File: src/rtl/fw_pkg.sv
package fw_pkg;
  // strobes from the decision logic to the register datapath
  typedef struct packed {
    logic capture;   // record this denial
    logic cidClass;  // 1: compartment rule, 0: security/privilege attribute
  } faultStb_t;

  localparam int REG_CTRL   = 12'h000;
  localparam int REG_STATUS = 12'h008;
  localparam int REG_CLEAR  = 12'h00C;
  localparam int REG_INFO   = 12'h020;
  localparam int REG_FADDR  = 12'h024;
  localparam int REG_SEC    = 12'h100;
  localparam int REG_PRIV   = 12'h200;
  localparam int REG_CPRIV  = 12'h800;
  localparam int REG_CRD    = 12'h808;
  localparam int REG_CWR    = 12'h810;
  localparam int REG_FILT   = 12'hA00;
  localparam int CID_STRIDE = 12'h020;
endpackage

File: src/rtl/fw_check.sv
module fw_check
  import fw_pkg::*;
#(
  parameter int PAGES      = 32,
  parameter int PAGE_SHIFT = 12,
  parameter int CIDS       = 7,
  parameter int CID_W      = 3,
  localparam int PG_W      = $clog2(PAGES),
  localparam int ADDR_W    = PAGE_SHIFT + PG_W
) (
  input  logic                        clk,
  input  logic                        rstN,
  input  logic                        accValid,
  input  logic [ADDR_W-1:0]           accAddr,
  input  logic                        accWrite,
  input  logic                        accSecure,
  input  logic                        accPriv,
  input  logic [CID_W-1:0]            accCid,
  input  logic [PAGES-1:0]            secPage,
  input  logic [PAGES-1:0]            privPage,
  input  logic [PAGES-1:0]            filtEn,
  input  logic [CIDS-1:0][PAGES-1:0]  rdMap,
  input  logic [CIDS-1:0][PAGES-1:0]  wrMap,
  input  logic [CIDS-1:0][PAGES-1:0]  pvMap,
  input  logic                        secToNs,
  input  logic                        noFault,
  output logic                        grant,
  output faultStb_t                   stb
);
  logic [PG_W-1:0] page;
  logic cidOk, rdBit, wrBit, pvBit;
  logic secOk, attrFail, cidFail;

  assign page = accAddr[ADDR_W-1:PAGE_SHIFT];

  always_comb begin
    cidOk = 1'b0;
    rdBit = 1'b0;
    wrBit = 1'b0;
    pvBit = 1'b0;
    for (int c = 0; c < CIDS; c++) begin
      if (accCid == CID_W'(c)) begin
        cidOk = 1'b1;
        rdBit = rdMap[c][page];
        wrBit = wrMap[c][page];
        pvBit = pvMap[c][page];
      end
    end
  end

  always_comb begin
    secOk    = (accSecure == secPage[page]) || (accSecure && secToNs);
    attrFail = !secOk || (!filtEn[page] && privPage[page] && !accPriv);
    cidFail  = filtEn[page] &&
               (!cidOk || (accWrite ? !wrBit : !rdBit) || (pvBit && !accPriv));
    grant    = accValid && !attrFail && !cidFail;
    stb.capture  = accValid && !grant && noFault;
    stb.cidClass = !attrFail;
  end

  // non-secure requester never reaches a secure page
  assert_ns_secure_denied_R2: assert property (@(posedge clk) disable iff (!rstN)
    (accValid && !accSecure && secPage[page]) |-> !grant);

  // unsupported compartment ID is refused on filtered pages
  assert_bad_cid_denied_R7: assert property (@(posedge clk) disable iff (!rstN)
    (accValid && filtEn[page] && (int'(accCid) >= CIDS)) |-> !grant);
endmodule

File: src/rtl/fw_regs.sv
module fw_regs
  import fw_pkg::*;
#(
  parameter int PAGES      = 32,
  parameter int PAGE_SHIFT = 12,
  parameter int CIDS       = 7,
  parameter int CID_W      = 3,
  localparam int PG_W      = $clog2(PAGES),
  localparam int ADDR_W    = PAGE_SHIFT + PG_W,
  localparam int INFO_W    = 4 + CID_W
) (
  input  logic                        clk,
  input  logic                        rstN,
  input  logic [11:0]                 regAddr,
  input  logic                        regWe,
  input  logic [31:0]                 regWdata,
  output logic [31:0]                 regRdata,
  input  faultStb_t                   stb,
  input  logic [ADDR_W-1:0]           accAddr,
  input  logic                        accWrite,
  input  logic                        accSecure,
  input  logic                        accPriv,
  input  logic [CID_W-1:0]            accCid,
  output logic [PAGES-1:0]            secPage,
  output logic [PAGES-1:0]            privPage,
  output logic [PAGES-1:0]            filtEn,
  output logic [CIDS-1:0][PAGES-1:0]  rdMap,
  output logic [CIDS-1:0][PAGES-1:0]  wrMap,
  output logic [CIDS-1:0][PAGES-1:0]  pvMap,
  output logic                        secToNs,
  output logic                        noFault
);
  logic [PAGES-1:0][7:0]       secFld;
  logic [PAGES-1:0][7:0]       privFld;
  logic [PAGES-1:0][CID_W+1:0] filtFld;   // {delegated id, delegate en, filter en}
  logic [1:0]                  flags;
  logic [ADDR_W-1:0]           faultAddr;
  logic [INFO_W-1:0]           faultInfo;
  logic                        clrHit;

  assign clrHit  = regWe && (regAddr == 12'(REG_CLEAR));
  assign noFault = (flags == 2'b00);

  generate
    for (genvar p = 0; p < PAGES; p++) begin : g_page
      assign secPage[p]  = |secFld[p];
      assign privPage[p] = |privFld[p];
      assign filtEn[p]   = filtFld[p][0];
    end
  endgenerate

  always_ff @(posedge clk or negedge rstN) begin
    if (!rstN) begin
      secToNs <= 1'b0;
      secFld  <= '0;
      privFld <= '0;
      filtFld <= '0;
      rdMap   <= '0;
      wrMap   <= '0;
      pvMap   <= '0;
    end else if (regWe) begin
      if (regAddr == 12'(REG_CTRL)) secToNs <= regWdata[31];
      for (int p = 0; p < PAGES; p++) begin
        if (regAddr == 12'(REG_SEC + 4*p))  secFld[p]  <= regWdata[7:0];
        if (regAddr == 12'(REG_PRIV + 4*p)) privFld[p] <= regWdata[7:0];
        if (regAddr == 12'(REG_FILT + 4*p))
          filtFld[p] <= {regWdata[4+CID_W-1:4], regWdata[2], regWdata[0]};
      end
      for (int c = 0; c < CIDS; c++) begin
        if (regAddr == 12'(REG_CPRIV + CID_STRIDE*c)) pvMap[c] <= regWdata[PAGES-1:0];
        if (regAddr == 12'(REG_CRD + CID_STRIDE*c))   rdMap[c] <= regWdata[PAGES-1:0];
        if (regAddr == 12'(REG_CWR + CID_STRIDE*c))   wrMap[c] <= regWdata[PAGES-1:0];
      end
    end
  end

  // fault record: capture only from a clean state, clear is write-one
  always_ff @(posedge clk or negedge rstN) begin
    if (!rstN) begin
      flags     <= 2'b00;
      faultAddr <= '0;
      faultInfo <= '0;
    end else if (stb.capture) begin
      flags     <= stb.cidClass ? 2'b01 : 2'b10;
      faultAddr <= accAddr;
      faultInfo <= {accCid, 1'b0, accPriv, accSecure, accWrite};
    end else if (clrHit) begin
      flags <= flags & ~regWdata[1:0];
    end
  end

  always_comb begin
    regRdata = '0;
    if (regAddr == 12'(REG_CTRL))   regRdata[31] = secToNs;
    if (regAddr == 12'(REG_STATUS)) regRdata[1:0] = flags;
    if (regAddr == 12'(REG_INFO))   regRdata[INFO_W-1:0] = faultInfo;
    if (regAddr == 12'(REG_FADDR))  regRdata[ADDR_W-1:0] = faultAddr;
    for (int p = 0; p < PAGES; p++) begin
      if (regAddr == 12'(REG_SEC + 4*p))  regRdata[7:0] = secFld[p];
      if (regAddr == 12'(REG_PRIV + 4*p)) regRdata[7:0] = privFld[p];
      if (regAddr == 12'(REG_FILT + 4*p)) begin
        regRdata[0]              = filtFld[p][0];
        regRdata[2]              = filtFld[p][1];
        regRdata[4+CID_W-1:4]    = filtFld[p][CID_W+1:2];
      end
    end
    for (int c = 0; c < CIDS; c++) begin
      if (regAddr == 12'(REG_CPRIV + CID_STRIDE*c)) regRdata[PAGES-1:0] = pvMap[c];
      if (regAddr == 12'(REG_CRD + CID_STRIDE*c))   regRdata[PAGES-1:0] = rdMap[c];
      if (regAddr == 12'(REG_CWR + CID_STRIDE*c))   regRdata[PAGES-1:0] = wrMap[c];
    end
  end

  // a single cause is ever recorded
  assert_single_cause_R9: assert property (@(posedge clk) disable iff (!rstN)
    $onehot0(flags));

  // recorded fault is frozen until software clears it
  assert_fault_hold_R10: assert property (@(posedge clk) disable iff (!rstN)
    (!noFault && !clrHit) |=> ($stable(flags) && $stable(faultAddr) && $stable(faultInfo)));

  // clearing both bits empties the status
  assert_clear_all_R10: assert property (@(posedge clk) disable iff (!rstN)
    (clrHit && (regWdata[1:0] == 2'b11) && !noFault) |=> (flags == 2'b00));
endmodule

File: src/rtl/fw_page_guard.sv
module fw_page_guard
  import fw_pkg::*;
#(
  parameter int PAGES      = 32,
  parameter int PAGE_SHIFT = 12,
  parameter int CIDS       = 7,
  parameter int CID_W      = 3,
  localparam int ADDR_W    = PAGE_SHIFT + $clog2(PAGES)
) (
  input  logic              clk,
  input  logic              rstN,
  input  logic              accValid,
  input  logic [ADDR_W-1:0] accAddr,
  input  logic              accWrite,
  input  logic              accSecure,
  input  logic              accPriv,
  input  logic [CID_W-1:0]  accCid,
  output logic              accGrant,
  output logic              memWe,
  input  logic [31:0]       memRdata,
  output logic [31:0]       accRdata,
  input  logic [11:0]       regAddr,
  input  logic              regWe,
  input  logic [31:0]       regWdata,
  output logic [31:0]       regRdata
);
  logic [PAGES-1:0]           secPage, privPage, filtEn;
  logic [CIDS-1:0][PAGES-1:0] rdMap, wrMap, pvMap;
  logic                       secToNs, noFault;
  faultStb_t                  stb;

  fw_check #(.PAGES(PAGES), .PAGE_SHIFT(PAGE_SHIFT), .CIDS(CIDS), .CID_W(CID_W)) u_check (
    .clk(clk), .rstN(rstN),
    .accValid(accValid), .accAddr(accAddr), .accWrite(accWrite),
    .accSecure(accSecure), .accPriv(accPriv), .accCid(accCid),
    .secPage(secPage), .privPage(privPage), .filtEn(filtEn),
    .rdMap(rdMap), .wrMap(wrMap), .pvMap(pvMap),
    .secToNs(secToNs), .noFault(noFault),
    .grant(accGrant), .stb(stb)
  );

  fw_regs #(.PAGES(PAGES), .PAGE_SHIFT(PAGE_SHIFT), .CIDS(CIDS), .CID_W(CID_W)) u_regs (
    .clk(clk), .rstN(rstN),
    .regAddr(regAddr), .regWe(regWe), .regWdata(regWdata), .regRdata(regRdata),
    .stb(stb),
    .accAddr(accAddr), .accWrite(accWrite), .accSecure(accSecure),
    .accPriv(accPriv), .accCid(accCid),
    .secPage(secPage), .privPage(privPage), .filtEn(filtEn),
    .rdMap(rdMap), .wrMap(wrMap), .pvMap(pvMap),
    .secToNs(secToNs), .noFault(noFault)
  );

  assign memWe    = accValid && accWrite && accGrant;
  assign accRdata = (accValid && !accWrite && accGrant) ? memRdata : 32'h0;
endmodule

File: config.mk
export PLATFORM = sky130hd
export DESIGN_NAME = fw_page_guard
export DESIGN_NICKNAME = d
export VERILOG_FILES = /design/src/rtl/fw_pkg.sv /design/src/rtl/fw_check.sv /design/src/rtl/fw_regs.sv /design/src/rtl/fw_page_guard.sv
export SDC_FILE = /design/constraint.sdc
export NUM_CORES = 2
export LEC_CHECK = 0
export CAP_MARGIN = 15
export CORE_MARGIN = 2
export CORE_UTILIZATION = 30
export DETAILED_ROUTE_END_ITERATION = 10
export PLACE_DENSITY = 0.56
export SETUP_SLACK_MARGIN = 0.4
export SLEW_MARGIN = 30
export SYNTH_ARGS = -nofsm -noshare
export SYNTH_HDL_FRONTEND = slang
export SYNTH_SLANG_ARGS = --single-unit
File: constraint.sdc
create_clock -name clk -period 4.1 [get_ports clk]
set_input_delay 0.41 -clock clk [delete_from_list [all_inputs] [get_ports clk]]
set_output_delay 0.41 -clock clk [all_outputs]
set_load 0.05 [all_outputs]
==> results.yml <==
run_status:
  status: "finished, violations left"
  violations: "negative setup slack"
placed_design:
  hpwlAfterDp_mm: 250
  placed_cell_area_mm2: 0.0874
  gp_congestion: 1.04
  placed_cells: 10156
  io_buffers: 168
global_routing:
  gr-total-overflow: 0
  grt_max_degree: 147
  antenna_found_initial: 29
  first_global_vias: 64643
  grt_usage_pct: 27.3
  grt_first_pass_wirelength_mm: 486
power_and_ir_drop:
  sequentialPowerShare_pct: 44.7
  combPwrFrac_pct: 8.8
  clkPwrFrac_pct: 46.5
  vdd_drop_max_uv: 341
  internal_power_w: 0.0231
  switching_share_pct: 25.8
  totalPowerFinal_w: 0.0311
  p_switching_w: 0.00801
  power_density_mw_per_mm2: 314
  p_leak_nw: 46.6
worst_setup_path:
  path_max_fanout: 16
  path_class: "flip-flop to primary output"
  required_ps: 3690
  arrival_ps: 4380
  worstSetupEndpointType: "primary output"
  cp-start-kind: "flip-flop"
timing:
  fin_crit_sh_pct: 117
  hold_ws_ps: 106
  rsz0062_at_grt: "yes"
  fmax_mhz: 209
  finalHoldViolations: 0
  fin_ws_ps: -686
  tightest_slew_ps: 988
  slew_headroom_pct: 33.9
  setup_viol_count_final: 44
  finalMaxSlewViolations: 0
  skew_ps: 42.7
  period_minus_slack_ps: 4790
floorplanning:
  die_area_mm2: 0.245
  fp.coreArea_mm2: 0.240
  fp.dieH_um: 495
  io_pins: 169
  rows: 180
  die_w_um: 495
  initial_core_util_pct: 30.1
min_path:
  worst_hold_path_type: "input port to async pin"
detailed_routing:
  routed_wirelength_mm: 344
  routedWlPerCell_um: 32.2
  vias_per_cell: 6.04
  drtAntennaViolNets: 0
  vias: 64518
  firstDrtPassIters: 9
  route.detailed.drc: 0
  drt_iter0_markers: 8099
clock_tree:
  cts.path.max_buffers: 3
  htree_levels: 4
  cts_tree: "built"
  clk_latency_ps: 850
  root_buffer: "clkbuf_16"
  clkTransAtPathRegs_ps: 60
  clock_sinks: 1370
  cts_buffers: 153
finish:
  finalNonFillerCells: 10676
  fin_nets: 7466
  layout_commonest_cell: "dfrtp_1"
  final_cell_mix: "1368 x dfrtp_1, 1357 x mux2_2, 1091 x buf_4"
  drive_gt1_share_pct: 51.6
  syn_to_final_growth_pct: 36.8
  nFillCells: 22743
  stdcell_area_mm2: 0.0989
  multi_input_area_mm2: 0.0394
  register_area_mm2: 0.0343
  fin_util_pct: 41.2
logic_synthesis:
  synth_edf_count: 0
  synth-seq-cells: 1370
  synth_area_mm2: 0.0723
  async_reset_ff_share_pct: 100
  seq_area_frac_synth_pct: 47.4
  syn-num-nets: 6243
  synth_top_flop_cell: "dfrtp_1"
  postSynthCellCount: 6140
  avgSynthCellArea_um2: 11.8
  synth_cell_type_count: 88
  ys_warn_count: 0
run:
  drv_cap: 0
==> kinds of logic (layout without fill, tap and decap cells) <==
group | Yosys count | in the layout | share of synthesized area, %
multiplexers | 1584 | 1584 | 27.7
AND/OR/NAND/NOR | 1422 | 1423 | 9.72
flip-flops | 1370 | 1370 | 47.4
AO/OA/AOI/OAI | 1217 | 1217 | 12.0
buffers and inverters | 547 | 1892 | 3.15
other | 0 | 5 | 0
==> area by class of cell <==
cell class | count | share of cell area [%]
repair buffers | 1595 | 16.2
flip-flops and latches | 1370 | 34.7
multi-input cells | 4224 | 39.8
clock buffers | 217 | 4.47
well taps | 3185 | 4.03
diodes | 5 | 0.0126
clock inverters | 61 | 0.777
inverters | 19 | 0.0746
==> worst max-delay path, cell delays in order (launching register included) <==
cell and delay, ps:
dfrtp_1 400, mux4_2 520, mux4_2 540, nor2b_1 160, a31oi_1 210, buf_4 170, a2111oi_2 60, a221o_1 320
a211oi_4 280, buf_6 170, o21bai_4 110, nor2_4 140, buf_12 150, and2_4 170, buf_12 130
==> per-layer routing <==
layer  track usage, %  part of all wire [%]  vias to the layer above
met1             34.8                    39                    33780
met3             5.11                   8.1                      966
met5                0                 0.046                        -
met4             15.3                   6.6                       24
met2             43.4                    46                     3580
li1                 -                     -                    26168
==> final timing paths <==
| check | to | from | cells past startpoint | slack (ps) |
|---|---|---|---|---|
| setup / recovery | accRdata[22] | u_regs.pvMap[16] | 14 | -690 |
| hold / removal | u_regs.secFld[170] | rstN | 2 | 110 |
| setup reg to reg | u_regs.faultAddr[12] | u_regs.pvMap[16] | 15 | 100 |
| hold reg to reg | u_regs.filtFld[138] | u_regs.filtFld[138] | 1 | 500 |
| max in group asynchronous | u_regs.rdMap[204] | rstN | 4 | 2500 |
| min in group clk | u_regs.privFld[138] | regWdata[2] | 2 | 150 |
==> metrics by stage <==
step / TNS (ps) / setup slack (ps)
after floorplan: 0 / 380
after global placement: -78040 / -1570
after detailed placement: -74420 / -1440
after CTS: -25250 / -730
after global routing: -27000 / -759
final: -24090 / -686
==> state kept, by name, indices dropped and copies added (netlist names) <==
name              count
u_regs.privFld      256
u_regs.secFld       256
u_regs.pvMap        224
u_regs.rdMap        224
u_regs.wrMap        224
u_regs.filtFld      128
u_regs.filtEn        32
u_regs.faultAddr     17
u_regs.faultInfo      6
u_regs.flags          2
u_regs.secToNs        1
==> synthesized netlist by cell type, types with 10 or more instances <==
cell	instances	area [um^2]
clkbuf_1	342	1280
a32oi_1	13	114
nor2_1	301	1130
or4_1	11	82.6
buf_1	122	458
a21o_1	11	82.6
o22a_1	13	114
a222oi_1	41	410
nor2b_1	24	150
o221ai_1	43	377
a221oi_1	90	788
a221o_1	32	320
o21a_1	12	90.1
o211ai_1	34	255
mux2_2	1359	15300
or3_1	10	62.6
o22ai_1	106	663
nor4_1	121	757
o41ai_1	10	87.6
a211oi_1	64	480
nor3_1	188	941
a22o_1	38	333
a31oi_1	20	125
a21oi_1	170	851
o311ai_0	10	87.6
a22oi_1	191	1430
nand4_1	45	282
nand4b_1	32	280
buf_2	41	205
mux4_2	190	4280
o31ai_1	12	90.1
nand3_1	174	871
mux2i_1	14	140
nand2b_1	18	113
o21ai_0	193	966
and3_1	13	81.3
and2_1	38	238
inv_1	17	63.8
a2111oi_0	18	158
nand2_1	383	1440
buf_6	13	146
mux2_4	20	300
dfrtp_1	1370	34300
o2111ai_1	21	184
==> power groups by stage <==
stage                     combinational (W)  clock (W)  sequential [W]
final                               0.00275     0.0145          0.0139
after global routing                0.00285     0.0152          0.0139
after CTS                           0.00266     0.0146          0.0139
after detailed placement            0.00247          0          0.0141
after global placement              0.00246          0          0.0141
after floorplan                     0.00100          0          0.0140
==> repair_timing <==
action / 4_1_cts / 5_1_grt
setup buffers: 160 / 63
cloned: 9 / 4
hold buffers: 1 / 0
pin swaps: 209 / 133
endpoints found under the setup margin: 89 / 87
gates resized for setup: 716 / 243
endpoints found under the hold margin: 404 / 0
No activity file was read; power rests on OpenSTA's default activity.
